$ cat config.mk
export PLATFORM = sky130hd
export DESIGN_NAME = sysreg_file
export DESIGN_NICKNAME = d
export VERILOG_FILES = /design/src/rtl/sysreg_pkg.sv /design/src/rtl/sysreg_bank_sel.sv /design/src/rtl/sysreg_cell.sv /design/src/rtl/sysreg_file.sv
export SDC_FILE = /design/constraint.sdc
export NUM_CORES = 2
export LEC_CHECK = 0
export BUFFER_PORTS_ARGS = -buffer_cell sky130_fd_sc_hd__buf_2
export CELL_PAD_IN_SITES_DETAIL_PLACEMENT = 2
export CELL_PAD_IN_SITES_GLOBAL_PLACEMENT = 2
export CORE_AREA = 2 2 410 412
export CTS_CLUSTER_DIAMETER = 120
export CTS_CLUSTER_SIZE = 12
export DETAILED_ROUTE_END_ITERATION = 8
export DIE_AREA = 0 0 412 414
export PLACE_DENSITY_LB_ADDON = 0.1
export REMOVE_ABC_BUFFERS = 1
export SETUP_SLACK_MARGIN = 0.15
export SLEW_MARGIN = 20
export SYNTH_ARGS = -nofsm -noshare
export SYNTH_HDL_FRONTEND = slang
export SYNTH_HIERARCHICAL = 1
export SYNTH_SLANG_ARGS = --single-unit
export TNS_END_PERCENT = 30
$ cat constraint.sdc
create_clock -name clk -period 49.3 [get_ports clk]
set_clock_uncertainty 0.15 [all_clocks]
set_input_delay 0 -clock clk [delete_from_list [all_inputs] [get_ports clk]]
set_output_delay 0 -clock clk [all_outputs]
set_load 0.02 [all_outputs]
$ cat src/rtl/sysreg_pkg.sv
package sysreg_pkg;

  localparam int DATA_W       = 32;
  localparam int REGNUM_W     = 5;
  localparam int SEL_W        = 3;
  localparam int IDX_W        = REGNUM_W + SEL_W;
  localparam int NSLOT        = 22;
  localparam int SLOT_W       = $clog2(NSLOT);
  localparam int PE_FIELD_W   = 4;
  localparam int BIND_SLOT    = 6;
  localparam int BIND_TC_LSB  = 21;

  typedef enum logic [1:0] {
    BANK_SHARED = 2'd0,
    BANK_TC     = 2'd1,
    BANK_PE     = 2'd2
  } bank_e;

  typedef struct packed {
    logic [IDX_W-1:0]  idx;
    bank_e             bank;
    logic [DATA_W-1:0] mask;
    logic [DATA_W-1:0] rst;
  } slot_desc_t;

  typedef struct packed {
    logic              hit;
    logic [SLOT_W-1:0] slot;
    bank_e             bank;
  } lookup_t;

  // Storage slot table: flat index, banking, writable mask, reset value.
  function automatic slot_desc_t slot_desc(input int s);
    slot_desc_t d;
    d = '{idx: '0, bank: BANK_SHARED, mask: '0, rst: '0};
    case (s)
      0:  d = '{idx: 8'd0,   bank: BANK_SHARED, mask: 32'h7FFF_FFFF, rst: 32'h0};
      1:  d = '{idx: 8'd8,   bank: BANK_SHARED, mask: 32'h0,         rst: 32'd63};
      2:  d = '{idx: 8'd9,   bank: BANK_PE,     mask: 32'hFFFF_FFFF, rst: 32'h0};
      3:  d = '{idx: 8'd10,  bank: BANK_PE,     mask: 32'hFFFF_FFFF, rst: 32'h0};
      4:  d = '{idx: 8'd16,  bank: BANK_SHARED, mask: 32'h3FFF_FFFF, rst: 32'h0};
      5:  d = '{idx: 8'd17,  bank: BANK_TC,     mask: 32'hFFFF_FFFF, rst: 32'h0};
      6:  d = '{idx: 8'd18,  bank: BANK_TC,     mask: 32'hFFFF_FFFF, rst: 32'h0};
      7:  d = '{idx: 8'd24,  bank: BANK_SHARED, mask: 32'h3FFF_FFFF, rst: 32'h0};
      8:  d = '{idx: 8'd32,  bank: BANK_SHARED, mask: 32'hFF80_0000, rst: 32'h0};
      9:  d = '{idx: 8'd40,  bank: BANK_SHARED, mask: 32'h1FFF_F800, rst: 32'h0};
      10: d = '{idx: 8'd64,  bank: BANK_SHARED, mask: 32'h0,         rst: 32'h0};
      11: d = '{idx: 8'd96,  bank: BANK_TC,     mask: 32'hFF78_FF17, rst: 32'h0040_0004};
      12: d = '{idx: 8'd97,  bank: BANK_SHARED, mask: 32'h0000_03E0, rst: 32'h0};
      13: d = '{idx: 8'd98,  bank: BANK_SHARED, mask: 32'h0000_F3C0, rst: 32'h0};
      14: d = '{idx: 8'd104, bank: BANK_SHARED, mask: 32'h08C0_0300, rst: 32'h0};
      15: d = '{idx: 8'd120, bank: BANK_SHARED, mask: 32'h0,         rst: 32'h0};
      16: d = '{idx: 8'd121, bank: BANK_PE,     mask: 32'h3FFF_F000, rst: 32'h8000_0000};
      17: d = '{idx: 8'd128, bank: BANK_SHARED, mask: 32'h7FFF_0007, rst: 32'h8000_0000};
      18: d = '{idx: 8'd129, bank: BANK_SHARED, mask: 32'h0,         rst: 32'h0};
      19: d = '{idx: 8'd131, bank: BANK_SHARED, mask: 32'h0,         rst: 32'h0};
      20: d = '{idx: 8'd136, bank: BANK_TC,     mask: 32'h0,         rst: 32'h0};
      21: d = '{idx: 8'd184, bank: BANK_TC,     mask: 32'hFFFF_FFFF, rst: 32'h0};
      default: d = '{idx: '0, bank: BANK_SHARED, mask: '0, rst: '0};
    endcase
    return d;
  endfunction

  function automatic bank_e slot_bank(input int s);
    slot_desc_t d;
    d = slot_desc(s);
    return d.bank;
  endfunction

  function automatic logic [DATA_W-1:0] slot_mask(input int s);
    slot_desc_t d;
    d = slot_desc(s);
    return d.mask;
  endfunction

  function automatic logic [DATA_W-1:0] slot_rst(input int s);
    slot_desc_t d;
    d = slot_desc(s);
    return d.rst;
  endfunction

  function automatic lookup_t lookup(input logic [IDX_W-1:0] idx);
    lookup_t    r;
    slot_desc_t d;
    r = '{hit: 1'b0, slot: '0, bank: BANK_SHARED};
    for (int s = 0; s < NSLOT; s++) begin
      d = slot_desc(s);
      if (d.idx == idx) begin
        r.hit  = 1'b1;
        r.slot = SLOT_W'(s);
        r.bank = d.bank;
      end
    end
    return r;
  endfunction

  function automatic int copies_of(input bank_e b, input int n_tc, input int n_pe);
    case (b)
      BANK_TC: return n_tc;
      BANK_PE: return n_pe;
      default: return 1;
    endcase
  endfunction

endpackage

$ cat src/rtl/sysreg_bank_sel.sv
module sysreg_bank_sel
  import sysreg_pkg::*;
#(
  parameter int NUM_TC = 2,
  parameter int NUM_PE = 2,
  parameter int TID_W  = 1,
  parameter int CPY_W  = 1
) (
  input  logic [TID_W-1:0]      tid,
  input  bank_e                 bank,
  input  logic [PE_FIELD_W-1:0] pe_field [NUM_TC],
  output logic [CPY_W-1:0]      copy,
  output logic                  ok
);

  logic [TID_W-1:0]      tid_safe;
  logic [PE_FIELD_W-1:0] pe_num;
  logic                  pe_in_range;

  always_comb begin
    ok          = (32'(tid) < 32'(NUM_TC));
    tid_safe    = ok ? tid : '0;
    pe_num      = pe_field[tid_safe];
    pe_in_range = (32'(pe_num) < 32'(NUM_PE));
    case (bank)
      BANK_TC: copy = CPY_W'(tid_safe);
      BANK_PE: copy = pe_in_range ? CPY_W'(pe_num) : '0;
      default: copy = '0;
    endcase
  end

  // the resolved copy always names an existing copy of the bank kind
  always_comb begin
    if (ok) begin
      p_copy_in_range_r4: assert (32'(copy) < 32'(copies_of(bank, NUM_TC, NUM_PE)));
    end
  end

endmodule

$ cat src/rtl/sysreg_cell.sv
module sysreg_cell #(
  parameter int               DATA_W = 32,
  parameter logic [DATA_W-1:0] MASK  = '1,
  parameter logic [DATA_W-1:0] RST   = '0
) (
  input  logic              clk,
  input  logic              rst_n,
  input  logic              sw_hit,
  input  logic [DATA_W-1:0] sw_wdata,
  input  logic              hw_hit,
  input  logic [DATA_W-1:0] hw_wdata,
  output logic [DATA_W-1:0] q
);

  logic [DATA_W-1:0] merged;
  logic [DATA_W-1:0] q_nxt;
  logic              q_en;

  always_comb begin
    merged = (sw_wdata & MASK) | (q & ~MASK);
    q_nxt  = hw_hit ? hw_wdata : merged;
    q_en   = hw_hit | sw_hit;
  end

  always_ff @(posedge clk or negedge rst_n) begin
    if (!rst_n)    q <= RST;
    else if (q_en) q <= q_nxt;
  end

  // protected bits survive a software write
  p_sw_keeps_locked_r1: assert property (@(posedge clk) disable iff (!rst_n)
    (sw_hit && !hw_hit) |=> ((q & ~MASK) == ($past(q) & ~MASK)));

  // writable bits follow the software data
  p_sw_takes_open_r1: assert property (@(posedge clk) disable iff (!rst_n)
    (sw_hit && !hw_hit) |=> ((q & MASK) == ($past(sw_wdata) & MASK)));

  // direct write stores the full word and wins over software
  p_hw_full_word_r10: assert property (@(posedge clk) disable iff (!rst_n)
    hw_hit |=> (q == $past(hw_wdata)));

  // without a write the copy holds
  p_idle_hold_r11: assert property (@(posedge clk) disable iff (!rst_n)
    (!sw_hit && !hw_hit) |=> $stable(q));

endmodule

$ cat src/rtl/sysreg_file.sv
module sysreg_file
  import sysreg_pkg::*;
#(
  parameter int NUM_TC = 2,
  parameter int NUM_PE = 2,
  parameter int TID_W  = (NUM_TC > 1) ? $clog2(NUM_TC) : 1
) (
  input  logic                clk,
  input  logic                rst_n,
  input  logic                sw_we,
  input  logic [TID_W-1:0]    sw_tid,
  input  logic [REGNUM_W-1:0] sw_regnum,
  input  logic [SEL_W-1:0]    sw_sel,
  input  logic [DATA_W-1:0]   sw_wdata,
  input  logic                hw_we,
  input  logic [TID_W-1:0]    hw_tid,
  input  logic [REGNUM_W-1:0] hw_regnum,
  input  logic [SEL_W-1:0]    hw_sel,
  input  logic [DATA_W-1:0]   hw_wdata,
  input  logic [TID_W-1:0]    rd_tid,
  input  logic [REGNUM_W-1:0] rd_regnum,
  input  logic [SEL_W-1:0]    rd_sel,
  output logic [DATA_W-1:0]   rd_data
);

  localparam int MAXC  = (NUM_TC > NUM_PE) ? NUM_TC : NUM_PE;
  localparam int CPY_W = (MAXC > 1) ? $clog2(MAXC) : 1;

  // reset: asynchronous assert, synchronous release
  logic [1:0] rst_pipe;
  logic       rst_core_n;

  always_ff @(posedge clk or negedge rst_n) begin
    if (!rst_n) rst_pipe <= '0;
    else        rst_pipe <= {rst_pipe[0], 1'b1};
  end
  assign rst_core_n = rst_pipe[1];

  // index decode for the three access paths
  lookup_t sw_lk, hw_lk, rd_lk;
  always_comb begin
    sw_lk = lookup({sw_regnum, sw_sel});
    hw_lk = lookup({hw_regnum, hw_sel});
    rd_lk = lookup({rd_regnum, rd_sel});
  end

  logic [DATA_W-1:0]     cell_q   [NSLOT][MAXC];
  logic [PE_FIELD_W-1:0] pe_field [NUM_TC];

  for (genvar t = 0; t < NUM_TC; t++) begin : g_bind
    assign pe_field[t] = cell_q[BIND_SLOT][t][PE_FIELD_W-1:0];
  end

  logic [CPY_W-1:0] sw_copy, hw_copy, rd_copy;
  logic             sw_ok, hw_ok, rd_ok;

  sysreg_bank_sel #(.NUM_TC(NUM_TC), .NUM_PE(NUM_PE), .TID_W(TID_W), .CPY_W(CPY_W)) u_sw_sel (
    .tid(sw_tid), .bank(sw_lk.bank), .pe_field(pe_field), .copy(sw_copy), .ok(sw_ok));

  sysreg_bank_sel #(.NUM_TC(NUM_TC), .NUM_PE(NUM_PE), .TID_W(TID_W), .CPY_W(CPY_W)) u_hw_sel (
    .tid(hw_tid), .bank(hw_lk.bank), .pe_field(pe_field), .copy(hw_copy), .ok(hw_ok));

  sysreg_bank_sel #(.NUM_TC(NUM_TC), .NUM_PE(NUM_PE), .TID_W(TID_W), .CPY_W(CPY_W)) u_rd_sel (
    .tid(rd_tid), .bank(rd_lk.bank), .pe_field(pe_field), .copy(rd_copy), .ok(rd_ok));

  logic sw_go, hw_go;
  assign sw_go = sw_we && sw_lk.hit && sw_ok;
  assign hw_go = hw_we && hw_lk.hit && hw_ok;

  for (genvar s = 0; s < NSLOT; s++) begin : g_slot
    localparam int               NC    = copies_of(slot_bank(s), NUM_TC, NUM_PE);
    localparam logic [DATA_W-1:0] MASKV = slot_mask(s);
    for (genvar c = 0; c < MAXC; c++) begin : g_copy
      if (c < NC) begin : g_cell
        localparam logic [DATA_W-1:0] RSTV = (s == BIND_SLOT)
                                           ? (slot_rst(s) | (DATA_W'(c) << BIND_TC_LSB))
                                           : slot_rst(s);
        logic sw_hit, hw_hit;
        assign sw_hit = sw_go && (sw_lk.slot == SLOT_W'(s)) && (sw_copy == CPY_W'(c));
        assign hw_hit = hw_go && (hw_lk.slot == SLOT_W'(s)) && (hw_copy == CPY_W'(c));

        sysreg_cell #(.DATA_W(DATA_W), .MASK(MASKV), .RST(RSTV)) u_cell (
          .clk      (clk),
          .rst_n    (rst_core_n),
          .sw_hit   (sw_hit),
          .sw_wdata (sw_wdata),
          .hw_hit   (hw_hit),
          .hw_wdata (hw_wdata),
          .q        (cell_q[s][c])
        );
      end else begin : g_none
        assign cell_q[s][c] = '0;
      end
    end
  end

  always_comb begin
    if (rd_lk.hit && rd_ok) rd_data = cell_q[rd_lk.slot][rd_copy];
    else                    rd_data = '0;
  end

endmodule

After elaboration in Yosys (flattened, before gate mapping)
Cells that the tools add are included.
- $lt $le $gt $ge: 8
- reduce and logical (&&, ||, !) cells: 118
- equal/unequal tests: 111
- multiplexer cells: 111
- bitwise gates (word level): 50
- operator list (cell ; number):
    32-bit two-way mux ; 27
    8-bit two-way mux ; 66
    64-bit binary-select mux with 5-bit select ; 1
    7-bit by 8-bit == test with 1-bit output, first input constant ; 21
    64-bit two-way mux ; 2
    30-bit by 32-bit OR with 32-bit output ; 4
    8-bit == test, first input constant ; 15
    1-bit logical AND ; 106
    5-bit by 8-bit == test with 1-bit output, first input constant ; 12
    5-bit by 4-bit == test with 1-bit output, second input constant ; 16
    4-bit by 8-bit == test with 1-bit output, first input constant ; 9
    31-bit by 32-bit OR with 32-bit output ; 2
    32-bit by 24-bit OR with 32-bit output ; 2
    5-bit == test, second input constant ; 12
    6-bit by 8-bit == test with 1-bit output, first input constant ; 6
    5-bit by 3-bit == test with 1-bit output, second input constant ; 8
    4-bit two-way mux ; 9
    10-bit by 32-bit OR with 32-bit output ; 1
    16-bit by 32-bit OR with 32-bit output ; 1
    28-bit by 32-bit OR with 32-bit output ; 1
    29-bit by 32-bit OR with 32-bit output ; 1
    32-bit by 23-bit OR with 32-bit output ; 1
    1-bit OR ; 30
    8-bit zero test ; 3
    14 further kinds ; 42
- output and inout port bits: 32
- word-level logic and storage cells: 429
- input bits: 95
- register bits after elaboration: 962

Depth between registers and ports, before layout
- depth after elaboration: 31
- gate-level depth with buffers: 19

Cells and area by module
The synthesis kept the hierarchy.
- modules (own cells, without submodules) (module ; sequential area each (µm²) ; area each (µm²) ; cells each ; times used):
    sysreg_cell at g_slot[21].g_copy[0].g_cell.u_cell ... ; 800.8 ; 1515.2 ; 139 ; 9
    sysreg_file ; 50.0 ; 11170.7 ; 1877 ; 1
    sysreg_cell at g_slot[10].g_copy[0].g_cell.u_cell ... ; 800.8 ; 1345.0 ; 68 ; 6
    sysreg_cell at g_slot[16].g_copy[0].g_cell.u_cell ... ; 802.0 ; 1428.9 ; 108 ; 3
    sysreg_cell at g_slot[4].g_copy[0].g_cell.u_cell ... ; 800.8 ; 1496.4 ; 135 ; 2
    sysreg_cell at g_slot[11].g_copy[0].g_cell.u_cell ... ; 803.3 ; 1431.4 ; 121 ; 2
    sysreg_cell at g_slot[12].g_copy[0].g_cell.u_cell ... ; 800.8 ; 1335.0 ; 79 ; 2
    sysreg_cell at g_slot[6].g_copy[1].g_cell.u_cell ; 802.0 ; 1516.5 ; 139 ; 1
    sysreg_cell at g_slot[0].g_copy[0].g_cell.u_cell ; 800.8 ; 1505.2 ; 137 ; 1
    sysreg_cell at g_slot[9].g_copy[0].g_cell.u_cell ; 800.8 ; 1427.6 ; 108 ; 1
    sysreg_cell at g_slot[8].g_copy[0].g_cell.u_cell ; 800.8 ; 1386.3 ; 88 ; 1
    sysreg_cell at g_slot[1].g_copy[0].g_cell.u_cell ; 808.3 ; 1352.5 ; 68 ; 1
    sysreg_cell at g_slot[13].g_copy[0].g_cell.u_cell ; 800.8 ; 1267.5 ; 85 ; 1
    sysreg_bank_sel ; 0.0 ; 103.8 ; 12 ; 3

Least setup slack after synthesis
OpenSTA, ideal clock, no wires.
- path type: input -> register
- start: input port hw_regnum[2]
- end: register g_slot[12].g_copy[0].g_cell.u_cell.q[10]
- path buffers: 3
- setup time: 0.125 ns
- setup slack: 45.703 ns
- arrival: 3.322 ns
- stages: 15
- cells stage by stage: buf_2 > or4b_4 > or3_1 > o211ai_1 > inv_1 > ha_1 > nor4b_1 > nand4b_1 > o211ai_2 > a2111o_1 > a21o_1 > nor3_1 > buf_6 > buf_12 > mux2_4
- RTL lines (item ; line ; source):
    start: declaration ; sysreg_file.sv:17 ; input logic [REGNUM_W-1:0] hw_regnum,
    end signal: assignment ; sysreg_cell.sv:27 ; else if (q_en) q <= q_nxt;
    end: declaration ; sysreg_cell.sv:12 ; output logic [DATA_W-1:0] q

==> results.cfg <==
[run_status]
status = finished clean

[finish]
multi_input_area_um2 = 27100
postLayoutCellArea_um2 = 59200
fin_util_pct = 35.6
regArea_um2 = 24100
fin_cells = 7406
layout-drive-gt1-share_pct = 17.6
n_fill_cell = 17900
area_growth_pct = 8.80
nets = 5244

[synthesis]
yosys_warnings = 6
syn-cell-area_um2 = 54400
syn_inst = 5184
syn_area_per_cell_um2 = 10.5

[cts]
path_clk_slew_ns = 0.07
max-clock-path-buffers = 3
cts-root-buf = clkbuf_16
cts_tree = built
clk_latency_ns = 0.72
numCtsBuffers = 91
clkSinkCount = 962
htree_levels = 3
cts-resized-gates = 0

[floorplanning]
start_util_pct = 32.7
die_w_um = 412
die_h_um = 414
dieArea_um2 = 171000
num_rows = 150
io_pins = 127
core_area_um2 = 166000

[power_and_ir_drop]
switching_power_w = 0.000476
power.density_nw_per_um2 = 28.8
p_leak_nw = 24.3
p_sw_share_pct = 27.9
intPower_w = 0.00123
power_frac_seq_pct = 48.4
clkPwrFrac_pct = 41.3
peakVddDrop_v = 0.0000280
combPwrFrac_pct = 10.3

[timing]
rsz0062_at_grt = no
layout_min_cycle_time_ns = 5.13
drv_slew = 0
final.setup.tns_ns = 0
slew-limit-headroom_pct = 20.2
hold_violations = 0
post-route-period-util_pct = 10.4
worst_pin_slew_ns = 1.19
setup_violations = 0
fmax_mhz = 195

[setup_path]
cp.required_ns = 49.76
path_cells = buf_2, nor4b_1, nand2_1, a21oi_1, a31oi_1, o31ai_1, inv_1, ha_1, nor4b_1, nand4b_1, o211ai_2, nand3b_1, nor2_1, nand2_1, nor2_4, buf_4, mux2i_1, o21ai_1, dlygate4sd3_1
slowest_stage = nor2_4
path_max_fanout = 18
cp_num_buf_inv = 4
critPathLaunchType = primary input
critPathMaxStageDelay_ns = 0.99
end_kind = flip-flop
timing.critical_path.max_delay_family = simple AND/OR/NAND/NOR gates
worst-setup-path-type = in2reg
arrival_ns = 5.59

[routing]
drt-initial-drc-count = 2757
vias = 42900
wl_met2_mm = 110
wire_per_inst_um = 32.0
top_layer = met5
wl_met3_mm = 8.16
ant_nets = 0
via_per_inst = 5.79
drc = 0
wl_met1_mm = 112
firstDrtPassIters = 5
drt_wl_total_mm = 237

[global_routing]
antenna_found_initial = 8
grt_pass1_vias = 46700
grt-ovfl-total = 0
grt_pass1_wl_mm = 347
grt_usage_pct = 27.6
grt_max_degree = 143

[placement]
dpl.hpwl_mm = 129
numPortBuffers = 126
gp_congestion = 0.772
placedInstanceArea_um2 = 55500
post-place-cells = 7154

[run]
max_cap_violations = 0

[hold_path]
hold_class = in2reg
worst reg2reg max path, stage by stage, from the launching register on:
cell           delay (ns)
dfrtp_1              0.58
nor4b_1              0.12
nand4b_1             0.13
o211ai_2             0.16
a2111o_1             0.62
nand2b_1             0.38
nor2_4               0.76
buf_4                0.64
o21ai_1              0.22
dlygate4sd3_1        0.58
final cells by class:
type	instances	area share, %
Clock buffer	143	4.32
Clock inverter	7	0.186
Tap cell	2204	4.66
Inverter	18	0.114
Sequential cell	962	40.7
Multi-Input combinational cell	3729	45.7
Antenna cell	2	0.00845
Timing Repair Buffer	341	4.29
power by group through the flow:
| stage | Clock (W) | Sequential, W | Combinational, W |
|---|---|---|---|
| CTS | 0.000724 | 0.000825 | 0.000176 |
| floorplan | 0 | 0.000848 | 0.0000829 |
| finish | 0.000705 | 0.000825 | 0.000175 |
| global placement | 0 | 0.000839 | 0.000166 |
| global route | 0.000749 | 0.000828 | 0.000192 |
| detailed placement | 0 | 0.000840 | 0.000169 |
final timing paths:
path                                                        startpoint                                  endpoint  slack (ns)  cells past startpoint
worst max-delay path                                      sw_regnum[1]    g_slot[4].g_copy[0].g_cell.u_cell/q[3]       44.17                     19
worst min-delay path                                       sw_wdata[3]    g_slot[2].g_copy[0].g_cell.u_cell/q[3]        0.16                      4
worst max register to register  g_slot[6].g_copy[1].g_cell.u_cell/q[1]   g_slot[7].g_copy[0].g_cell.u_cell/q[16]       44.85                      9
worst min register to register                             rst_pipe[0]                               rst_pipe[1]        0.20                      0
max in group asynchronous                                  rst_pipe[1]  g_slot[20].g_copy[0].g_cell.u_cell/q[30]       45.60                      3
min in group asynchronous                                  rst_pipe[1]   g_slot[3].g_copy[0].g_cell.u_cell/q[21]        0.25                      0
stage by stage:
stage                     setup slack (ns)  hold WS (ns)  power, W
after detailed placement             43.97        -0.358   0.00101
after floorplan                      20.37        -0.446  0.000931
after global routing                 43.81         0.174   0.00177
after global placement               44.10        -0.364   0.00101
after CTS                            44.29        0.0962   0.00173
final                                44.17         0.156   0.00170
flip-flops by register name (all words and copies together), names as in the netlist:
name and flops:
g_slot.g_copy.g_cell.u_cell/q 960, rst_pipe 2
routing by layer:
metal / global-route usage (%) / up-vias
li1: - / 18500
met1: 39.2 / 23300
met2: 44.4 / 799
met3: 2.97 / 286
met4: 7.47 / 4
met5: 0 / -
cell usage in the layout (no fill, tap or decap), types with 32 or more instances in the layout:
| cell | count |
|---|---|
| clkbuf_16 | 95 |
| and3_1 | 218 |
| dfrtp_1 | 947 |
| a21oi_1 | 54 |
| mux2i_1 | 647 |
| a22oi_1 | 32 |
| nand2_1 | 749 |
| clkbuf_1 | 48 |
| o22ai_1 | 60 |
| nor2_1 | 86 |
| a211oi_1 | 219 |
| o21ai_1 | 481 |
| mux2_4 | 328 |
| a31oi_1 | 48 |
| buf_2 | 126 |
| mux2_2 | 75 |
| o21ai_0 | 281 |
| nor3_1 | 35 |
| nand4_1 | 62 |
| buf_4 | 112 |
| nand3_1 | 58 |
| dlygate4sd3_1 | 99 |
| nor2_4 | 41 |
timing repair:
action,CTS,global route
buffers inserted,0,0
hold buffers,99,0
endpoints found under the hold margin,962,0
No activity file was read; power rests on OpenSTA's default activity.
